## src/rtl/acq_pkg.sv

```systemverilog
package acq_pkg;
  localparam int unsigned CHAN_W  = 4;
  localparam int unsigned RANGE_W = 3;
  localparam int unsigned MODE_W  = 4;
  localparam int unsigned BYTE_W  = 8;
  localparam int unsigned DIV_W   = 2 * BYTE_W;
  localparam int unsigned CNT_W   = DIV_W + 1;

  localparam logic [2:0] OFS_MODE  = 3'd0;
  localparam logic [2:0] OFS_CHAN  = 3'd1;
  localparam logic [2:0] OFS_RANGE = 3'd2;
  localparam logic [2:0] OFS_SWTRG = 3'd3;
  localparam logic [2:0] OFS_DIV1  = 3'd4;
  localparam logic [2:0] OFS_DIV2  = 3'd5;
  localparam logic [2:0] OFS_STAT  = 3'd6;

  typedef enum logic [1:0] {SRC_SOFT, SRC_PACE, SRC_EXT} trig_src_e;

  // Divisor value to count span: zero stands for the full 2^DIV_W.
  function automatic logic [CNT_W-1:0] span_of(input logic [DIV_W-1:0] d);
    return (d == '0) ? {1'b1, {DIV_W{1'b0}}} : {1'b0, d};
  endfunction

  // Next scan channel: walk upward from 0 and wrap after the last one.
  function automatic logic [CHAN_W-1:0] scan_next(input logic [CHAN_W-1:0] cur,
                                                  input logic [CHAN_W-1:0] last);
    return (cur >= last) ? '0 : cur + 1'b1;
  endfunction

  // The external select bit dominates, then the pacer select bit.
  function automatic trig_src_e src_of(input logic [MODE_W-1:0] mode);
    if (mode[2])      return SRC_EXT;
    else if (mode[1]) return SRC_PACE;
    else              return SRC_SOFT;
  endfunction
endpackage

```

## src/rtl/acq_rate_stage.sv

```systemverilog
module acq_rate_stage
  import acq_pkg::*;
(
  input  logic              clk,
  input  logic              rst_n,
  input  logic              byte_we,
  input  logic [BYTE_W-1:0] byte_val,
  input  logic              en,
  output logic              pulse
);
  logic              hi_next;
  logic [BYTE_W-1:0] lo_q;
  logic [DIV_W-1:0]  div_q;
  logic [CNT_W-1:0]  cnt_q;
  logic              load;
  logic [DIV_W-1:0]  load_val;

  assign load     = byte_we & hi_next;
  assign load_val = {byte_val, lo_q};
  assign pulse    = en && (cnt_q == CNT_W'(1));

  always_ff @(posedge clk or negedge rst_n) begin
    if (!rst_n) begin
      hi_next <= 1'b0;
      lo_q    <= '0;
      div_q   <= '0;
      cnt_q   <= span_of('0);
    end else begin
      if (byte_we) begin
        hi_next <= ~hi_next;
        if (!hi_next) lo_q <= byte_val;
      end
      if (load) begin
        div_q <= load_val;
        cnt_q <= span_of(load_val);
      end else if (en) begin
        cnt_q <= (cnt_q == CNT_W'(1)) ? span_of(div_q) : cnt_q - 1'b1;
      end
    end
  end

  // after an output pulse the stage restarts from its full divisor span
  a_r5_reload_span: assert property (@(posedge clk) disable iff (!rst_n)
    (pulse && !load) |=> (cnt_q == span_of(div_q)));
  // a high-byte write restarts the count from the new divisor
  a_r5_load_restart: assert property (@(posedge clk) disable iff (!rst_n)
    load |=> (cnt_q == span_of($past(load_val))));
endmodule

```

## src/rtl/acq_pacer.sv

```systemverilog
module acq_pacer
  import acq_pkg::*;
#(
  parameter int unsigned TICK_DIV = 25,
  parameter int unsigned STAGES   = 2
) (
  input  logic              clk,
  input  logic              rst_n,
  input  logic [STAGES-1:0] div_we,
  input  logic [BYTE_W-1:0] wdata,
  output logic              pace
);
  localparam int unsigned PRE_W = $clog2(TICK_DIV + 1);

  logic [PRE_W-1:0] pre_q;
  logic             tick;
  logic [STAGES:0]  chain;

  assign tick     = (pre_q == PRE_W'(TICK_DIV - 1));
  assign chain[0] = tick;
  assign pace     = chain[STAGES];

  always_ff @(posedge clk or negedge rst_n) begin
    if (!rst_n)    pre_q <= '0;
    else if (tick) pre_q <= '0;
    else           pre_q <= pre_q + 1'b1;
  end

  for (genvar k = 0; k < STAGES; k++) begin : g_stage
    acq_rate_stage u_stage (
      .clk      (clk),
      .rst_n    (rst_n),
      .byte_we  (div_we[k]),
      .byte_val (wdata),
      .en       (chain[k]),
      .pulse    (chain[k+1])
    );
  end

  // the cascaded output only fires on a timebase tick
  a_r5_pace_on_tick: assert property (@(posedge clk) disable iff (!rst_n)
    pace |-> tick);
endmodule

```

## src/rtl/acq_edge_sync.sv

```systemverilog
module acq_edge_sync (
  input  logic clk,
  input  logic rst_n,
  input  logic async_in,
  output logic rise
);
  logic s1_q, s2_q, s3_q;

  assign rise = s2_q & ~s3_q;

  always_ff @(posedge clk or negedge rst_n) begin
    if (!rst_n) begin
      s1_q <= 1'b0;
      s2_q <= 1'b0;
      s3_q <= 1'b0;
    end else begin
      s1_q <= async_in;
      s2_q <= s1_q;
      s3_q <= s2_q;
    end
  end

  // one rise per edge, never two cycles in a row
  a_r6_single_rise: assert property (@(posedge clk) disable iff (!rst_n)
    rise |=> !rise);
endmodule

```

## src/rtl/acq_core.sv

```systemverilog
module acq_core
  import acq_pkg::*;
#(
  parameter int unsigned DATA_W = 16
) (
  input  logic              clk,
  input  logic              rst_n,
  input  logic              scan_en,
  input  logic [CHAN_W-1:0] chan_reg,
  input  logic              ptr_clear,
  input  logic              trig,
  input  logic              ovr_clear,
  input  logic              conv_done,
  input  logic [DATA_W-1:0] conv_data,
  output logic              conv_start,
  output logic [CHAN_W-1:0] conv_chan,
  output logic              busy,
  output logic              overrun,
  output logic              sample_valid,
  output logic [DATA_W-1:0] sample_data,
  output logic [CHAN_W-1:0] sample_chan
);
  logic [CHAN_W-1:0] ptr_q;
  logic              start_ok;
  logic              drop;
  logic              finish;

  assign start_ok = trig & ~busy;
  assign drop     = trig & busy;
  assign finish   = conv_done & busy;

  always_ff @(posedge clk or negedge rst_n) begin
    if (!rst_n) begin
      ptr_q        <= '0;
      conv_start   <= 1'b0;
      conv_chan    <= '0;
      busy         <= 1'b0;
      overrun      <= 1'b0;
      sample_valid <= 1'b0;
      sample_data  <= '0;
      sample_chan  <= '0;
    end else begin
      conv_start   <= start_ok;
      sample_valid <= finish;
      if (start_ok) conv_chan <= scan_en ? ptr_q : chan_reg;
      if (finish) begin
        sample_data <= conv_data;
        sample_chan <= conv_chan;
      end
      if (start_ok)    busy <= 1'b1;
      else if (finish) busy <= 1'b0;
      if (drop)           overrun <= 1'b1;
      else if (ovr_clear) overrun <= 1'b0;
      if (ptr_clear)              ptr_q <= '0;
      else if (finish && scan_en) ptr_q <= scan_next(ptr_q, chan_reg);
    end
  end

  // a completed conversion yields a sample in the next cycle
  a_r8_sample_follows: assert property (@(posedge clk) disable iff (!rst_n)
    (conv_done && busy) |=> (sample_valid && sample_data == $past(conv_data)));
  // an issued start leaves the conversion outstanding
  a_r9_busy_on_start: assert property (@(posedge clk) disable iff (!rst_n)
    conv_start |-> busy);
  // starts never come back to back
  a_r4_single_start: assert property (@(posedge clk) disable iff (!rst_n)
    conv_start |=> !conv_start);
  // a scanned channel never exceeds the programmed last channel
  a_r3_chan_bound: assert property (@(posedge clk) disable iff (!rst_n)
    (conv_start && $past(scan_en)) |-> (conv_chan <= $past(chan_reg)));
  // a trigger while outstanding leaves the flag set
  a_r10_overrun_set: assert property (@(posedge clk) disable iff (!rst_n)
    (trig && busy) |=> overrun);
  // a status read without a new overrun clears the flag
  a_r10_overrun_clear: assert property (@(posedge clk) disable iff (!rst_n)
    (ovr_clear && !(trig && busy)) |=> !overrun);
endmodule

```

## src/rtl/acq_sequencer.sv

```systemverilog
module acq_sequencer
  import acq_pkg::*;
#(
  parameter int unsigned DATA_W   = 16,
  parameter int unsigned TICK_DIV = 25
) (
  input  logic               clk,
  input  logic               rst_n,
  input  logic               wr_en,
  input  logic               rd_en,
  input  logic [2:0]         addr,
  input  logic [BYTE_W-1:0]  wdata,
  output logic [BYTE_W-1:0]  rdata,
  input  logic               ext_trig,
  output logic               conv_start,
  output logic [CHAN_W-1:0]  conv_chan,
  output logic [RANGE_W-1:0] conv_range,
  input  logic               conv_done,
  input  logic [DATA_W-1:0]  conv_data,
  output logic               sample_valid,
  output logic [DATA_W-1:0]  sample_data,
  output logic [CHAN_W-1:0]  sample_chan
);
  logic [MODE_W-1:0]  mode_q;
  logic [CHAN_W-1:0]  chan_q;
  logic [RANGE_W-1:0] range_q;
  logic               sw_strobe, pace, ext_rise, trig;
  logic               ptr_clear, ovr_clear, busy, overrun;
  logic [1:0]         div_we;
  trig_src_e          src;

  assign src       = src_of(mode_q);
  assign sw_strobe = wr_en && (addr == OFS_SWTRG);
  assign ptr_clear = wr_en && ((addr == OFS_MODE) || (addr == OFS_CHAN));
  assign ovr_clear = rd_en && (addr == OFS_STAT);
  assign div_we    = {wr_en && (addr == OFS_DIV2), wr_en && (addr == OFS_DIV1)};
  assign conv_range = range_q;

  always_comb begin
    unique case (src)
      SRC_EXT:  trig = ext_rise;
      SRC_PACE: trig = pace;
      default:  trig = sw_strobe;
    endcase
  end

  always_ff @(posedge clk or negedge rst_n) begin
    if (!rst_n) begin
      mode_q  <= '0;
      chan_q  <= '0;
      range_q <= '0;
      rdata   <= '0;
    end else begin
      if (wr_en) begin
        if (addr == OFS_MODE)  mode_q  <= wdata[MODE_W-1:0];
        if (addr == OFS_CHAN)  chan_q  <= wdata[CHAN_W-1:0];
        if (addr == OFS_RANGE) range_q <= wdata[RANGE_W-1:0];
      end
      if (rd_en) begin
        case (addr)
          OFS_MODE:  rdata <= BYTE_W'(mode_q);
          OFS_CHAN:  rdata <= BYTE_W'(chan_q);
          OFS_RANGE: rdata <= BYTE_W'(range_q);
          OFS_STAT:  rdata <= {busy, {(BYTE_W-2){1'b0}}, overrun};
          default:   rdata <= '0;
        endcase
      end
    end
  end

  acq_pacer #(.TICK_DIV(TICK_DIV), .STAGES(2)) u_pacer (
    .clk    (clk),
    .rst_n  (rst_n),
    .div_we (div_we),
    .wdata  (wdata),
    .pace   (pace)
  );

  acq_edge_sync u_ext (
    .clk      (clk),
    .rst_n    (rst_n),
    .async_in (ext_trig),
    .rise     (ext_rise)
  );

  acq_core #(.DATA_W(DATA_W)) u_core (
    .clk          (clk),
    .rst_n        (rst_n),
    .scan_en      (mode_q[0]),
    .chan_reg     (chan_q),
    .ptr_clear    (ptr_clear),
    .trig         (trig),
    .ovr_clear    (ovr_clear),
    .conv_done    (conv_done),
    .conv_data    (conv_data),
    .conv_start   (conv_start),
    .conv_chan    (conv_chan),
    .busy         (busy),
    .overrun      (overrun),
    .sample_valid (sample_valid),
    .sample_data  (sample_data),
    .sample_chan  (sample_chan)
  );

  // a software strobe is ignored unless the software source is selected
  a_r4_soft_gated: assert property (@(posedge clk) disable iff (!rst_n)
    (sw_strobe && (mode_q[2:1] != 2'b00) && !pace && !ext_rise) |=> !conv_start);
  // the range output follows the last range write
  a_r7_range_write: assert property (@(posedge clk) disable iff (!rst_n)
    (wr_en && addr == OFS_RANGE) |=> (conv_range == $past(wdata[RANGE_W-1:0])));
endmodule

```

## config.mk

```make
export PLATFORM = sky130hd
export DESIGN_NAME = acq_sequencer
export DESIGN_NICKNAME = d
export VERILOG_FILES = /design/src/rtl/acq_pkg.sv /design/src/rtl/acq_rate_stage.sv /design/src/rtl/acq_pacer.sv /design/src/rtl/acq_edge_sync.sv /design/src/rtl/acq_core.sv /design/src/rtl/acq_sequencer.sv
export SDC_FILE = /design/constraint.sdc
export NUM_CORES = 1
export LEC_CHECK = 0
export BUFFER_PORTS_ARGS = -buffer_cell sky130_fd_sc_hd__buf_2
export CAP_MARGIN = 10
export CORE_UTILIZATION = 55
export DETAILED_ROUTE_END_ITERATION = 10
export PLACE_DENSITY = 0.76
export RECOVER_POWER = 25
export SETUP_SLACK_MARGIN = 0.3
export SYNTH_ARGS = -nofsm -noshare
export SYNTH_HDL_FRONTEND = slang
export SYNTH_HIERARCHICAL = 1
export SYNTH_SLANG_ARGS = --single-unit
```

## constraint.sdc

```tcl
create_clock -name clk -period 4.2 [get_ports clk]
set_clock_uncertainty 0.05 [all_clocks]
set_input_delay 0.21 -clock clk [delete_from_list [all_inputs] [get_ports clk]]
set_output_delay 0.21 -clock clk [all_outputs]
set_load 0.05 [all_outputs]
```

### After elaboration in Yosys (flattened, before gate mapping)

Cells that the tools add are included.

* reductions and logical operators: 24
* $add $sub $neg: 4
* eq/ne operators: 11
* bitwise logic cells: 10
* multiplexer cells: 23
* $lt $le $gt $ge: 1

Operator list (count)
* 17-bit two-way mux: 10
* 16-bit zero test: 4
* 17-bit by 1-bit == test with 1-bit output (second input constant): 2
* 17-bit by 1-bit subtractor with 17-bit output (second input constant): 2
* 8-bit case mux with 4 select lines: 1
* 4-bit two-way mux: 4
* 2-bit AND reduction: 5
* 2-bit nonzero test: 5
* 3-bit == test (second input constant): 3
* 1-bit logical AND: 8
* 1-bit bitwise AND: 6
* 3-bit by 2-bit == test with 1-bit output (second input constant): 2
* 5-bit by 1-bit adder with 5-bit output (second input constant): 1
* 5-bit == test (second input constant): 1
* 1-bit two-way mux: 5
* 5-bit two-way mux: 1
* 4-bit by 1-bit adder with 4-bit output (second input constant): 1
* 4-bit greater-or-equal comparator: 1
* 1-bit inverter: 4
* 3-bit by 1-bit == test with 1-bit output (second input constant): 1
* 3-bit zero test: 1
* 2-bit by 1-bit == test with 1-bit output (second input constant): 1
* 2-bit == test (second input constant): 1
* 2-bit two-way mux: 1
* other kinds (2): 2

* register bits: 143
* output and inout port bits: 37
* word-level logic and storage cells: 97

### Depth between registers and ports, before layout

Gate-level depths: netlist of the first run.

* depth in word-level cells: 6
* mapped depth: 13

### By module

The synthesis of the first run kept the hierarchy.

Modules (own cells, without submodules)
* acq_rate_stage: times used 2, sequential area each 1052.3 µm², cells an instance 254, area each 2302.2 µm²
* acq_core: times used 1, sequential area each 800.8 µm², cells an instance 109, area each 1397.6 µm²
* acq_sequencer: times used 1, sequential area each 400.4 µm², cells an instance 67, area each 829.5 µm²
* acq_pacer: times used 1, sequential area each 125.1 µm², cells an instance 24, area each 266.5 µm²
* acq_edge_sync: times used 1, sequential area each 75.1 µm², cells an instance 4, area each 88.8 µm²

### Worst setup path after synthesis of the first run

OpenSTA, ideal clock, no wires.

* kind: register to register
* start: register u_pacer.g_stage[0].u_stage.cnt_q[10]
* end: register u_core.conv_chan[1]
* path buffers: 1
* setup time: 0.132 ns
* arrival: 2.749 ns
* cell stages (with the launch flop): 12
* path slack: 1.269 ns
* data required time: 4.018 ns
* path through: dfrtp_1 or4_4 nor4b_4 and3_2 clkbuf_1 and3_2 nand2_1 o31a_1 o21ai_1 nand2_1 nand2_1 o21ai_0

* longest elaborated chain between the ends: 5

RTL lines
* start: declaration: RTL line acq_rate_stage.sv:14 `logic [CNT_W-1:0] cnt_q;`
* start signal: assignment: RTL line acq_rate_stage.sv:27 `cnt_q <= span_of('0);`
* start signal: assignment: RTL line acq_rate_stage.sv:35 `cnt_q <= span_of(load_val);`
* start signal: assignment: RTL line acq_rate_stage.sv:37 `cnt_q <= (cnt_q == CNT_W'(1)) ? span_of(div_q) : cnt_q - 1'b1;`
* 17-bit by 1-bit == test with 1-bit output: RTL line acq_rate_stage.sv:20 `assign pulse = en && (cnt_q == CNT_W'(1));`
* 1-bit logical AND: RTL line acq_rate_stage.sv:20
* named net u_pacer.chain[1]: RTL line acq_pacer.sv:17 `logic [STAGES:0] chain;`
* 1-bit logical AND: RTL line acq_rate_stage.sv:20
* named net pace: RTL line acq_sequencer.sv:27 `logic sw_strobe, pace, ext_rise, trig;`
* 1-bit case mux with 2 select lines: RTL line acq_sequencer.sv:40 `unique case (src)`
* named net trig: RTL line acq_sequencer.sv:27
* 1-bit bitwise AND: RTL line acq_core.sv:28 `assign start_ok = trig & ~busy;`
* end signal: assignment: RTL line acq_core.sv:45 `if (start_ok) conv_chan <= scan_en ? ptr_q : chan_reg;`
* end: declaration: RTL line acq_core.sv:16 `output logic [CHAN_W-1:0] conv_chan,`

The timed path passes the listed nets, and every way through them passes these cells.
A chain may end at the register's enable or synchronous reset.

### Worst setup path after layout of the first run

* start: register u_pacer.g_stage[0].u_stage.cnt_q[10]
* end: register u_pacer.g_stage[1].u_stage.cnt_q[7]

* longest elaborated chain between the ends: 3

RTL lines (RTL line)
* 17-bit by 1-bit == test with 1-bit output: acq_rate_stage.sv:20
* 1-bit logical AND: acq_rate_stage.sv:20
* named net u_pacer.chain[1]: acq_pacer.sv:17
* 2-bit nonzero test (no line)
* end signal: assignment: acq_rate_stage.sv:27
* end signal: assignment: acq_rate_stage.sv:35
* end signal: assignment: acq_rate_stage.sv:37
* end: declaration: acq_rate_stage.sv:14

The timed path passes the listed nets, and every way through them passes these cells.

==> results by group, run 1 <==
Run
  • Max_cap viols: 1

Place
  • Cell total after placement: about 930
  • Setup WS pre-CTS: between 0.8 and 0.9 ns
  • Final GP Congestion: between 0.9 and 1
  • Post-DP Area: roughly 7600 sq um
  • I/O Buffers: 66
  • DP HPWL: ~12 mm

Synth
  • Synthesis-stage register bit count: 140
  • Ys Warns: 6
  • Dominant cell type by area after synthesis: dfrtp_1
  • Library cells used by synthesis: between 70 and 80
  • Syn_area_per_cell: ~10 sq um
  • Synth top area share: 48.1%
  • Async set or reset register ratio after synthesis: 100%
  • Most frequent cell after synthesis: dfrtp_1
  • Ys flop type: dfrtp_1
  • Post-synthesis sequential area ratio: approximately half
  • Cells after Synth: approximately 710
  • Post-synth EDFFs: 0
  • Top cells by area, synth: dfrtp_1 (48%), nand2_1 (7.0%), mux2_2 (6.6%)
  • Synth top cells by count: dfrtp_1 (138), nand2_1 (134), mux2_2 (42), o21ai_0 (40), a21oi_1 (29)
  • Mapped cell area: between 7000 and 8000 sq um

Clocking
  • Clock latency on the worst-skew pair: ~0.42 ns
  • Clock sink total: 140
  • Clock root buffer master: clkbuf_16
  • CTS max path bufs: 2
  • CTS tree: done
  • Resized cells post-CTS: 0
  • Post-CTS setup buffers: 0
  • CTS Buf Count: 17
  • Hold_buf cts: 19
  • CTS clock-pin slew for the worst setup and hold paths: roughly 0.060 ns
  • Max H-tree Level: 4

GRT
  • GRT overflow: 0
  • GRT Overall Usage: between 20 and 30%
  • First-pass GRT wire length: roughly 29 mm
  • Largest net degree at the start of global routing: between 100 and 150
  • Vias in the first global route: ~5700
  • Initial antenna violation count: 0

Worst setup path
  • CP Capture Type: flop
  • Worst Path Required: 4.49 ns
  • Crit start category: flop
  • CP arrival: ~3.7 ns
  • Peak fanout along the critical path: 22
  • Critical path class: reg -> reg

Cells and area
  • Layout area overhead: 16.2%
  • Share of cells above drive strength 1: 16.3%
  • Final net count: between 800 and 900
  • Non-filler instance count after layout: around 1000
  • Antenna cell count: 0
  • Fin area: roughly 8400 sq um

Drt
  • Vias per Instance: roughly 6.1
  • Post-route ant nets: 0
  • Met3 WL: around 1.4 mm
  • Aggregate routed wire length: 18.3 mm
  • Max Used Layer: met4
  • Met2 wire length: approximately 8.3 mm
  • DRT iter0 DRCs: 550
  • Remaining DRCs: 0
  • 1st-pass router iterations: 5
  • Detail-routed net length per standard cell: approximately 19 um
  • Via count of the routed design: approximately 6000
  • DRT met1 WL: between 8 and 9 mm

STA
  • Final hold vios: 0
  • Slew Limit Fails: 112
  • RSZ-0062 raised after global routing: no
  • Tcrit/Tclk final: between 80% and 90%
  • Max Freq: approximately 290 MHz
  • TNS Setup: 0 ns
  • Final setup margin: roughly 0.75 ns
  • Worst slew pin tran: 2.70 ns
  • Final setup vio count: 0
  • Relative slew slack: -80.1%
  • Clock period minus worst slack: 3.45 ns

Floorplanning
  • Site Rows: 41
  • Die Y: approximately 120 um
  • Floorplan core area: about 13000 sq um
  • IO Count: 70
  • Initial Util: between 50 and 60%
  • Die ar.: between 10000 and 15000 sq um
  • Die Width: between 100 and 150 um

Power
  • Overall Power: 0.00563 W
  • VDD IR-drop max: between 0.0003 and 0.0004 V
  • Pleak: about 3.7 nW
  • PD cells: around 670 nW/um^2

Outcome
  • Status: finished, violations left
  • Failing checks: capacitance limit, slew limit

Hold path
  • HP Class: in -> reg
==> path summary, 6_finish.rpt <==
check                      cells after the start                            startpoint                              endpoint  slack [ns]
max                                            8  u_pacer/g_stage[0].u_stage/cnt_q[10]   u_pacer/g_stage[1].u_stage/cnt_q[7]        0.75
min                                            3                                 rd_en                              rdata[3]        0.03
max reg2reg                                    8  u_pacer/g_stage[0].u_stage/cnt_q[10]   u_pacer/g_stage[1].u_stage/cnt_q[7]        0.75
min reg2reg                                    0                            u_ext/s1_q                            u_ext/s2_q        0.31
max in group asynchronous                      2                                 rst_n  u_pacer/g_stage[0].u_stage/cnt_q[10]        1.40
min in group asynchronous                      2                                 rst_n   u_pacer/g_stage[1].u_stage/cnt_q[9]        1.14
==> metrics by stage <==
step,hold slack [ns],utilization (%)
5_1_grt,0.0331,65.9
6_report,0.0278,65.9
2_1_floorplan,-0.136,-
3_5_place_dp,0.269,60.2
3_3_place_gp,0.270,60.2
4_1_cts,0.0117,66.5
==> area by class of cell <==
type                            count  area [sq um]
Tap cell                          172           215
Sequential cell                   140          3510
Clock inverter                     13           169
Inverter                           20          75.1
Multi-Input combinational cell    522          3430
Timing Repair Buffer               90           513
Fill cell                         998          4320
Clock buffer                       19           443
==> kinds of logic after synthesis <==
kind of cell | count (synthesis) | share of synthesized area (%)
buffers and inverters | 52 | 3.19
and+or+nand+nor | 296 | 22.4
xor gates and xnor gates | 8 | 0.975
other | 1 | 0.0522
adders and majority gates | 11 | 1.92
muxes | 58 | 9.14
AOI/OAI and AO/OA | 146 | 13.6
DFF | 140 | 48.8
==> worst max-delay path, cell delays in order (launching register included) <==
cell     delay, ns
dfrtp_1       0.42
or4_4         0.57
nor4b_4       0.59
and3_2        0.57
nor2b_1       0.29
nand2_1       0.12
or3_1         0.37
o31a_1        0.25
a21oi_1       0.12
==> routing by layer <==
metal / track usage [%] / vias up
li1: - / 2752
met1: 38.3 / 2900
met2: 44.7 / 293
met3: 5.86 / 45
met4: 12.9 / 0
met5: 0 / -
==> flip-flops by register name, indices dropped and copies added (netlist names), 2 cells and up <==
signal,flops
chan_q,4
conv_range,3
mode_q,4
rdata,5
u_core/conv_chan,4
u_core/ptr_q,4
u_core/sample_chan,4
u_core/sample_data,16
u_pacer/g_stage.u_stage/cnt_q,34
u_pacer/g_stage.u_stage/div_q,32
u_pacer/g_stage.u_stage/hi_next,2
u_pacer/g_stage.u_stage/lo_q,16
u_pacer/pre_q,5
==> layout by cell type (no fill, tap or decap), types with 17 or more instances in the layout <==
cell and n:
a21oi_1 29, buf_2 29, clkbuf_1 37, clkbuf_16 17, dfrtp_1 138, dlygate4sd3_1 19
inv_1 20, mux2_2 42, nand2_1 134, nand3_1 22, nor2_1 26, nor4_1 21
o21ai_0 40
==> power breakdown <==
group	internal, W	switching, W
combinational	0.000612	0.00109
sequential	0.00186	0.000533
clock	0.000952	0.000581
total	0.00343	0.00220
Power figures use the tool's default switching activity.
==> run 2: changes to the inputs <==
Clock period 4.2 ns to 3.45 ns, I/O delays scaled along.
==> run 2 against run 1 <==
Net effect:
- the run still ends with capacitance limit, slew limit left
- clock power increased by 30%
- total power up 25%
- combinational power grew 25%
- sequential cell count stayed put
- fmax up 18%
==> results by group, run 2 (same netlist as run 1, synthesis figures left out) <==
Cells and area
  • Most frequent cells in the layout: dfrtp_1 (138), nand2_1 (134), buf_2 (63), mux2_2 (41), o21ai_0 (40) (was dfrtp_1 (138), nand2_1 (134), mux2_2 (42), o21ai_0 (40), clkbuf_1 (37))
  • Fin area: 8510 sq um (was 8350 sq um)
  • Filler cells: 933 (was 998)
  • Antenna cell count: 0 (unchanged)
  • Final design utilization: 67.2% (was 65.9%)
  • Share of cells above drive strength 1: 21.3% (was 16.3%)
  • Most common cell after layout, fill and taps aside: dfrtp_1 (unchanged)
  • Number of flip-flops in the largest register: 34 (unchanged)
  • Biggest register: u_pacer/g_stage.u_stage/cnt_q (unchanged)
  • Final net count: 846 (was 835)
  • Layout area overhead: 18.5% (was 16.2%)
  • Non-filler instance count after layout: 985 (was 976)
  • Largest registers: u_pacer/g_stage.u_stage/cnt_q: 34 flops, u_pacer/g_stage.u_stage/div_q: 32 flops (unchanged)

STA
  • TNS Setup: 0 ns (unchanged)
  • RSZ-0062 raised after global routing: no (unchanged)
  • Final setup margin: 0.531 ns (was 0.750 ns)
  • Max Freq: 343 MHz (was 290 MHz)
  • Clock period minus worst slack: 2.92 ns (was 3.45 ns)
  • Relative slew slack: -40.9% (was -80.1%)
  • Final setup vio count: 0 (unchanged)
  • Final hold vios: 0 (unchanged)
  • Slew Limit Fails: 86 (was 112)
  • Tcrit/Tclk final: 84.6% (was 82.1%)
  • Worst slew pin tran: 2.11 ns (was 2.70 ns)

Power
  • Pleak: 3.89 nW (was 3.69 nW)
  • Sw Share: 37.7% (was 39.1%)
  • Clock Power Share: 28.3% (was 27.2%)
  • Seq pwr share: 41.4% (was 42.6%)
  • VDD IR-drop max: 0.000382 V (was 0.000378 V)
  • PD cells: 826 nW/um^2 (was 674 nW/um^2)
  • Net Sw Power: 0.00265 W (was 0.00220 W)
  • Logic gate share of total power: 30.3% (was 30.2%)
  • Int Power: 0.00438 W (was 0.00343 W)

Place
  • Final GP Congestion: 0.936 (was 0.906)
  • DP HPWL: 12.2 mm (was 12.0 mm)
  • Post-DP Area: 7700 sq um (was 7630 sq um)
  • Cell total after placement: 935 (was 925)
  • I/O Buffers: 66 (unchanged)
  • Setup WS pre-CTS: 0.617 ns (was 0.847 ns)

Worst setup path
  • Flop2flop setup slack: 0.53 ns (was 0.75 ns)
  • Crit. Startpoint: u_pacer/g_stage[0].u_stage/cnt_q[10] (unchanged)
  • Peak fanout along the critical path: 12 (was 22)
  • CP Capture Type: flop (unchanged)
  • CP arrival: 3.22 ns (was 3.74 ns)
  • Crit start category: flop (unchanged)
  • Reg-to-Reg End: u_pacer/g_stage[1].u_stage/cnt_q[7] (unchanged)
  • Worst R2R Start: u_pacer/g_stage[0].u_stage/cnt_q[10] (unchanged)
  • Worst Path Required: 3.75 ns (was 4.49 ns)
  • Critical path class: reg -> reg (unchanged)
  • Reg2reg path depth: 8 (unchanged)

Hold path
  • Origin of the worst min-delay path: wdata[7] (was rd_en)
  • HP Class: in -> reg (unchanged)
  • Hold Path Cell Cnt: 3 (unchanged)
  • Worst Hold End: u_pacer/g_stage[0].u_stage/div_q[15] (was rdata[3])

Outcome
  • Status: finished, violations left (unchanged)
  • Failing checks: capacitance limit, slew limit (unchanged)

GRT
  • First-pass GRT wire length: 29.4 mm (was 29.2 mm)
  • GRT overflow: 0 (unchanged)
  • Vias in the first global route: 5662 (was 5710)
  • Largest net degree at the start of global routing: 86 (was 112)
  • Initial antenna violation count: 0 (unchanged)
  • GRT Overall Usage: 28.8% (was 28.5%)

Clocking
  • Max H-tree Level: 4 (unchanged)
  • Clock sink total: 140 (unchanged)
  • CTS tree: done (unchanged)
  • Clock root buffer master: clkbuf_16 (unchanged)
  • CTS max path bufs: 2 (unchanged)
  • CTS Buf Count: 17 (unchanged)
  • Clock latency on the worst-skew pair: 0.42 ns (about the same)
  • Resized cells post-CTS: 0 (unchanged)
  • CTS clock-pin slew for the worst setup and hold paths: 0.06 ns (about the same)

Drt
  • Via count of the routed design: 6039 (was 5990)
  • DRT iter0 DRCs: 589 (was 550)
  • Vias per Instance: 6.13 (was 6.14)
  • Aggregate routed wire length: 18.6 mm (was 18.3 mm)
  • 1st-pass router iterations: 6 (was 5)
  • Remaining DRCs: 0 (unchanged)
  • Post-route ant nets: 0 (unchanged)
  • Detail-routed net length per standard cell: 18.9 um (was 18.8 um)

Floorplanning
  • Die Width: 116 um (unchanged)
  • Initial Util: 56.7% (unchanged)
  • Site Rows: 41 (unchanged)
  • Floorplan core area: 12700 sq um (unchanged)
  • IO Count: 70 (unchanged)
  • Die Y: 116 um (unchanged)
  • Die ar.: 13500 sq um (unchanged)

Run
  • Max_cap viols: 1 (unchanged)
run 2: changes by cell type in the layout (fill, tap and decap cells not counted), sizes merged:
cell	delta
bufinv	+2
clkbuf	-34
clkinv	-2
clkinvlp	-2
buf	+44
dlygate4sd3	+1
run 2: worst max path at each step:
stage | to | slack [ns]
after floorplan | u_core/conv_chan[1] | 0.52
after global placement | u_pacer/g_stage[1].u_stage/cnt_q[7] | 0.66
after detailed placement | u_pacer/g_stage[1].u_stage/cnt_q[7] | 0.62
after CTS | u_pacer/g_stage[1].u_stage/cnt_q[7] | 0.58
after global routing | u_pacer/g_stage[1].u_stage/cnt_q[7] | 0.36
final | u_pacer/g_stage[1].u_stage/cnt_q[7] | 0.53
run 2: final cells by class:
type                            instances  area (sq um)  area share, %
Timing Repair Buffer                  101           641           7.52
Tap cell                              172           215           2.53
Multi-Input combinational cell        522          3430           40.3
Sequential cell                       140          3510           41.2
Inverter                               20          75.1          0.882
Clock buffer                           19           453           5.32
Clock inverter                         11           193           2.26
run 2: power by group through the flow:
stage                     Sequential [W]  Clock, W  Combinational [W]
after floorplan                  0.00328         0            0.00109
after global placement           0.00287         0            0.00203
after detailed placement         0.00290         0            0.00209
after CTS                        0.00289   0.00202            0.00212
after global routing             0.00299   0.00210            0.00230
final                            0.00291   0.00199            0.00213
run 2: through the flow:
stage	hold slack (ns)	power, W
after global placement	0.227	0.00489
after global routing	0.0517	0.00738
final	0.0567	0.00703
after floorplan	-0.173	0.00437
after CTS	0.0388	0.00703
after detailed placement	0.232	0.00499
run 2: repair_timing:
action / 4_1_cts / 5_1_grt
endpoints found under the hold margin: 101 / 0
hold buffers: 20 / 0
setup buffers: 0 / 0
run 2: routing by layer:
metal  global-route usage (%)  vias up  routed length, um
met3                     6.80       35               1330
met5                        0        -                  0
li1                         -     2774                  -
met2                     46.4      291               9070
met1                     37.7     2939               7900
met4                     10.9        0                311
run 2: critical path, stage by stage (launching register included):
cell and delay [ns]:
dfrtp_1 0.43, or4_4 0.57, nor4b_4 0.28, and3_2 0.37
nor2b_1 0.28, nand2_1 0.12, or3_1 0.37, o31a_1 0.24
a21oi_1 0.12
==> run 3: changes to the inputs <==
Settings changed: CORE_UTILIZATION 55 to 54, PLACE_DENSITY 0.76 to 0.78.
Clock period 3.45 ns to 2.6 ns, I/O delays scaled along.
==> run 3 against run 2 <==
Net effect:
- the flow finishes with violations (capacitance limit, slew limit, setup timing)
- final cell count increased by 4.7%
- sequential cell count stayed put
- global-route usage grew 1.1 points
- register-to-register slack worse by 0.53 ns
- core utilization increased by 3.4 points
- fmax grew 12%
- final area increased by 5.9%
- clock power grew 17%
- combinational power increased by 46%
- routed wire length is 12% higher
==> results by group, run 3 (same netlist as run 1, synthesis figures left out) <==
Outcome
  • Status: finished, violations left (unchanged)
  • Failing checks: capacitance limit, slew limit, setup timing (was capacitance limit, slew limit)

STA
  • Slew Limit Fails: 61 (was 86)
  • Worst slew pin tran: 1.56 ns (was 2.11 ns)
  • RSZ-0062 raised after global routing: yes (was no)
  • Final hold vios: 0 (unchanged)
  • Relative slew slack: -3.92% (was -40.9%)
  • Tcrit/Tclk final: 100% (was 84.6%)
  • Max Freq: 384 MHz (was 343 MHz)
  • Clock period minus worst slack: 2.60 ns (was 2.92 ns)
  • Final setup margin: -0.00185 ns (was 0.531 ns)
  • Final setup vio count: 1 (was 0)

Power
  • Seq pwr share: 41.8% (was 41.4%)
  • VDD IR-drop max: 0.000439 V (was 0.000382 V)
  • Net Sw Power: 0.00379 W (was 0.00265 W)
  • Int Power: 0.00555 W (was 0.00438 W)
  • Overall Power: 0.00934 W (was 0.00703 W)
  • Sw Share: 40.6% (was 37.7%)
  • Logic gate share of total power: 33.3% (was 30.3%)
  • Clock Power Share: 24.9% (was 28.3%)
  • Pleak: 4.11 nW (was 3.89 nW)
  • PD cells: 1040 nW/um^2 (was 826 nW/um^2)

Place
  • Final GP Congestion: 0.938 (was 0.936)
  • Setup WS pre-CTS: 0.0762 ns (was 0.617 ns)
  • I/O Buffers: 66 (unchanged)
  • DP HPWL: 13.1 mm (was 12.2 mm)

Drt
  • Via count of the routed design: 6580 (was 6039)
  • Detail-routed net length per standard cell: 20.2 um (was 18.9 um)
  • Aggregate routed wire length: 20.8 mm (was 18.6 mm)
  • DRT iter0 DRCs: 786 (was 589)
  • Vias per Instance: 6.38 (was 6.13)
  • Remaining DRCs: 0 (unchanged)
  • 1st-pass router iterations: 6 (unchanged)
  • DRT met1 WL: 8.16 mm (was 7.90 mm)
  • Max Used Layer: met4 (unchanged)
  • Met2 wire length: 10.1 mm (was 9.07 mm)
  • Post-route ant nets: 0 (unchanged)
  • Met3 WL: 1.69 mm (was 1.33 mm)

Worst setup path
  • Worst Path Required: 2.85 ns (was 3.75 ns)
  • Peak fanout along the critical path: 5 (was 12)
  • Delay-heaviest family, CP: simple AND/OR/NAND/NOR gates (unchanged)
  • CP arrival: 2.85 ns (was 3.22 ns)
  • Most common cell on crit path: buf_4
  • CP Capture Type: flop (unchanged)
  • Critical path class: reg -> reg (unchanged)
  • WP buf/inv: 4 (was 0)
  • Crit start category: flop (unchanged)
  • CP max stage delay: 0.56 ns (was 0.57 ns)
  • CP Cell Sequence: or4_4 > nor4b_4 > and3_4 > buf_4 > buf_6 > buf_12 > buf_4 > nand2_1 > o21ai_0 > o31ai_1 (was or4_4 > nor4b_4 > and3_2 > nor2b_1 > nand2_1 > or3_1 > o31a_1 > a21oi_1)
  • Critical-path top delay cell: or4_4 (unchanged)

Cells and area
  • Layout area overhead: 25.5% (was 18.5%)
  • Antenna cell count: 0 (unchanged)
  • Most frequent cells in the layout: dfrtp_1 (138), nand2_1 (130), buf_2 (62), buf_4 (46), mux2_2 (42) (was dfrtp_1 (138), nand2_1 (134), buf_2 (63), mux2_2 (41), o21ai_0 (40))
  • Final net count: 890 (was 846)
  • Biggest register: u_pacer/g_stage.u_stage/cnt_q (unchanged)
  • Largest registers: u_pacer/g_stage.u_stage/cnt_q: 34 flops, u_pacer/g_stage.u_stage/div_q: 32 flops (unchanged)
  • Share of cells above drive strength 1: 27.8% (was 21.3%)
  • Number of flip-flops in the largest register: 34 (unchanged)
  • Most common cell after layout, fill and taps aside: dfrtp_1 (unchanged)

GRT
  • GRT Overall Usage: 29.9% (was 28.8%)
  • GRT overflow: 0 (unchanged)
  • First-pass GRT wire length: 32.7 mm (was 29.4 mm)
  • Initial antenna violation count: 0 (unchanged)
  • Vias in the first global route: 6309 (was 5662)
  • Largest net degree at the start of global routing: 62 (was 86)

Clocking
  • Clock sink total: 140 (unchanged)
  • Max H-tree Level: 4 (unchanged)
  • Clock latency on the worst-skew pair: 0.43 ns (was 0.42 ns)
  • Clock root buffer master: clkbuf_16 (unchanged)
  • CTS tree: done (unchanged)
  • CTS Buf Count: 17 (unchanged)
  • CTS clock-pin slew for the worst setup and hold paths: 0.06 ns (about the same)
  • CTS max path bufs: 2 (unchanged)

Floorplanning
  • Die ar.: 13800 sq um (was 13500 sq um)
  • Floorplan core area: 12800 sq um (was 12700 sq um)
  • Die Width: 117 um (was 116 um)
  • Site Rows: 41 (unchanged)
  • IO Count: 70 (unchanged)
  • Die Y: 117 um (was 116 um)
  • Initial Util: 56.3% (was 56.7%)

Run
  • Max_cap viols: 1 (unchanged)

Hold path
  • HP Class: in -> reg (unchanged)
==> run 3: final timing paths <==
path                                                          start                              endpoint  slack, ns  depth (start not counted)
worst max-delay path            u_pacer/g_stage[0].u_stage/cnt_q[8]   u_pacer/g_stage[1].u_stage/cnt_q[3]     -0.002                         10
worst min-delay path                                       wdata[3]  u_pacer/g_stage[0].u_stage/div_q[11]      0.008                          3
worst max register to register  u_pacer/g_stage[0].u_stage/cnt_q[8]   u_pacer/g_stage[1].u_stage/cnt_q[3]     -0.002                         10
worst min register to register                           u_ext/s1_q                            u_ext/s2_q       0.30                          0
max in group asynchronous                                     rst_n                 u_core/sample_chan[2]       0.76                          3
min in group asynchronous                                     rst_n                            u_ext/s3_q       0.57                          2
==> run 3: cell type report <==
type | instances | area [sq um]
Inverter | 20 | 75.1
Fill cell | 848 | 3760
Multi-Input combinational cell | 523 | 3610
Clock inverter | 14 | 134
Timing Repair Buffer | 144 | 1050
Tap cell | 172 | 215
Sequential cell | 140 | 3510
Clock buffer | 18 | 429
==> run 3: layer usage <==
layer	vias up	track usage, %
met4	0	14.1
met3	85	6.18
met1	3214	38.8
li1	2874	-
met2	407	47.9
met5	-	0
==> run 3: timing repair <==
action / in CTS / in global routing
pin swaps: 4 / 14
buffers inserted: 4 / 12
gates resized for setup: 6 / 32
hold buffers: 24 / 0
endpoints found under the hold margin: 86 / 0
setup endpoints to repair: 21 / 28
cloned: 0 / 4
==> run 3: power by group through the flow <==
stage	registers, W	logic, W	clock network, W
final	0.00390	0.00311	0.00233
after global placement	0.00380	0.00284	0
after global routing	0.00401	0.00332	0.00244
after CTS	0.00384	0.00303	0.00235
after floorplan	0.00435	0.00145	0
after detailed placement	0.00385	0.00294	0
==> run 3: worst reg2reg max path, cell delays in order (launching register included) <==
cell	delay [ns]
dfrtp_1	0.37
or4_4	0.56
nor4b_4	0.29
and3_4	0.25
buf_4	0.11
buf_6	0.11
buf_12	0.12
buf_4	0.12
nand2_1	0.07
o21ai_0	0.28
o31ai_1	0.13
==> run 3: per-stage QoR <==
stage | util [%] | instance area [sq um] | std cells | hold slack (ns) | setup TNS, ns
2_1_floorplan | - | 7230 | 714 | -0.216 | -0.995
3_3_place_gp | 61.8 | 7900 | 955 | 0.0759 | 0
3_5_place_dp | 61.8 | 7900 | 955 | 0.0900 | 0
4_1_cts | 68.5 | 8750 | 1015 | 0.00430 | 0
5_1_grt | 70.6 | 9020 | 1031 | 0.0155 | -0.220
6_report | 70.6 | 9020 | 1031 | 0.00831 | -0.00185
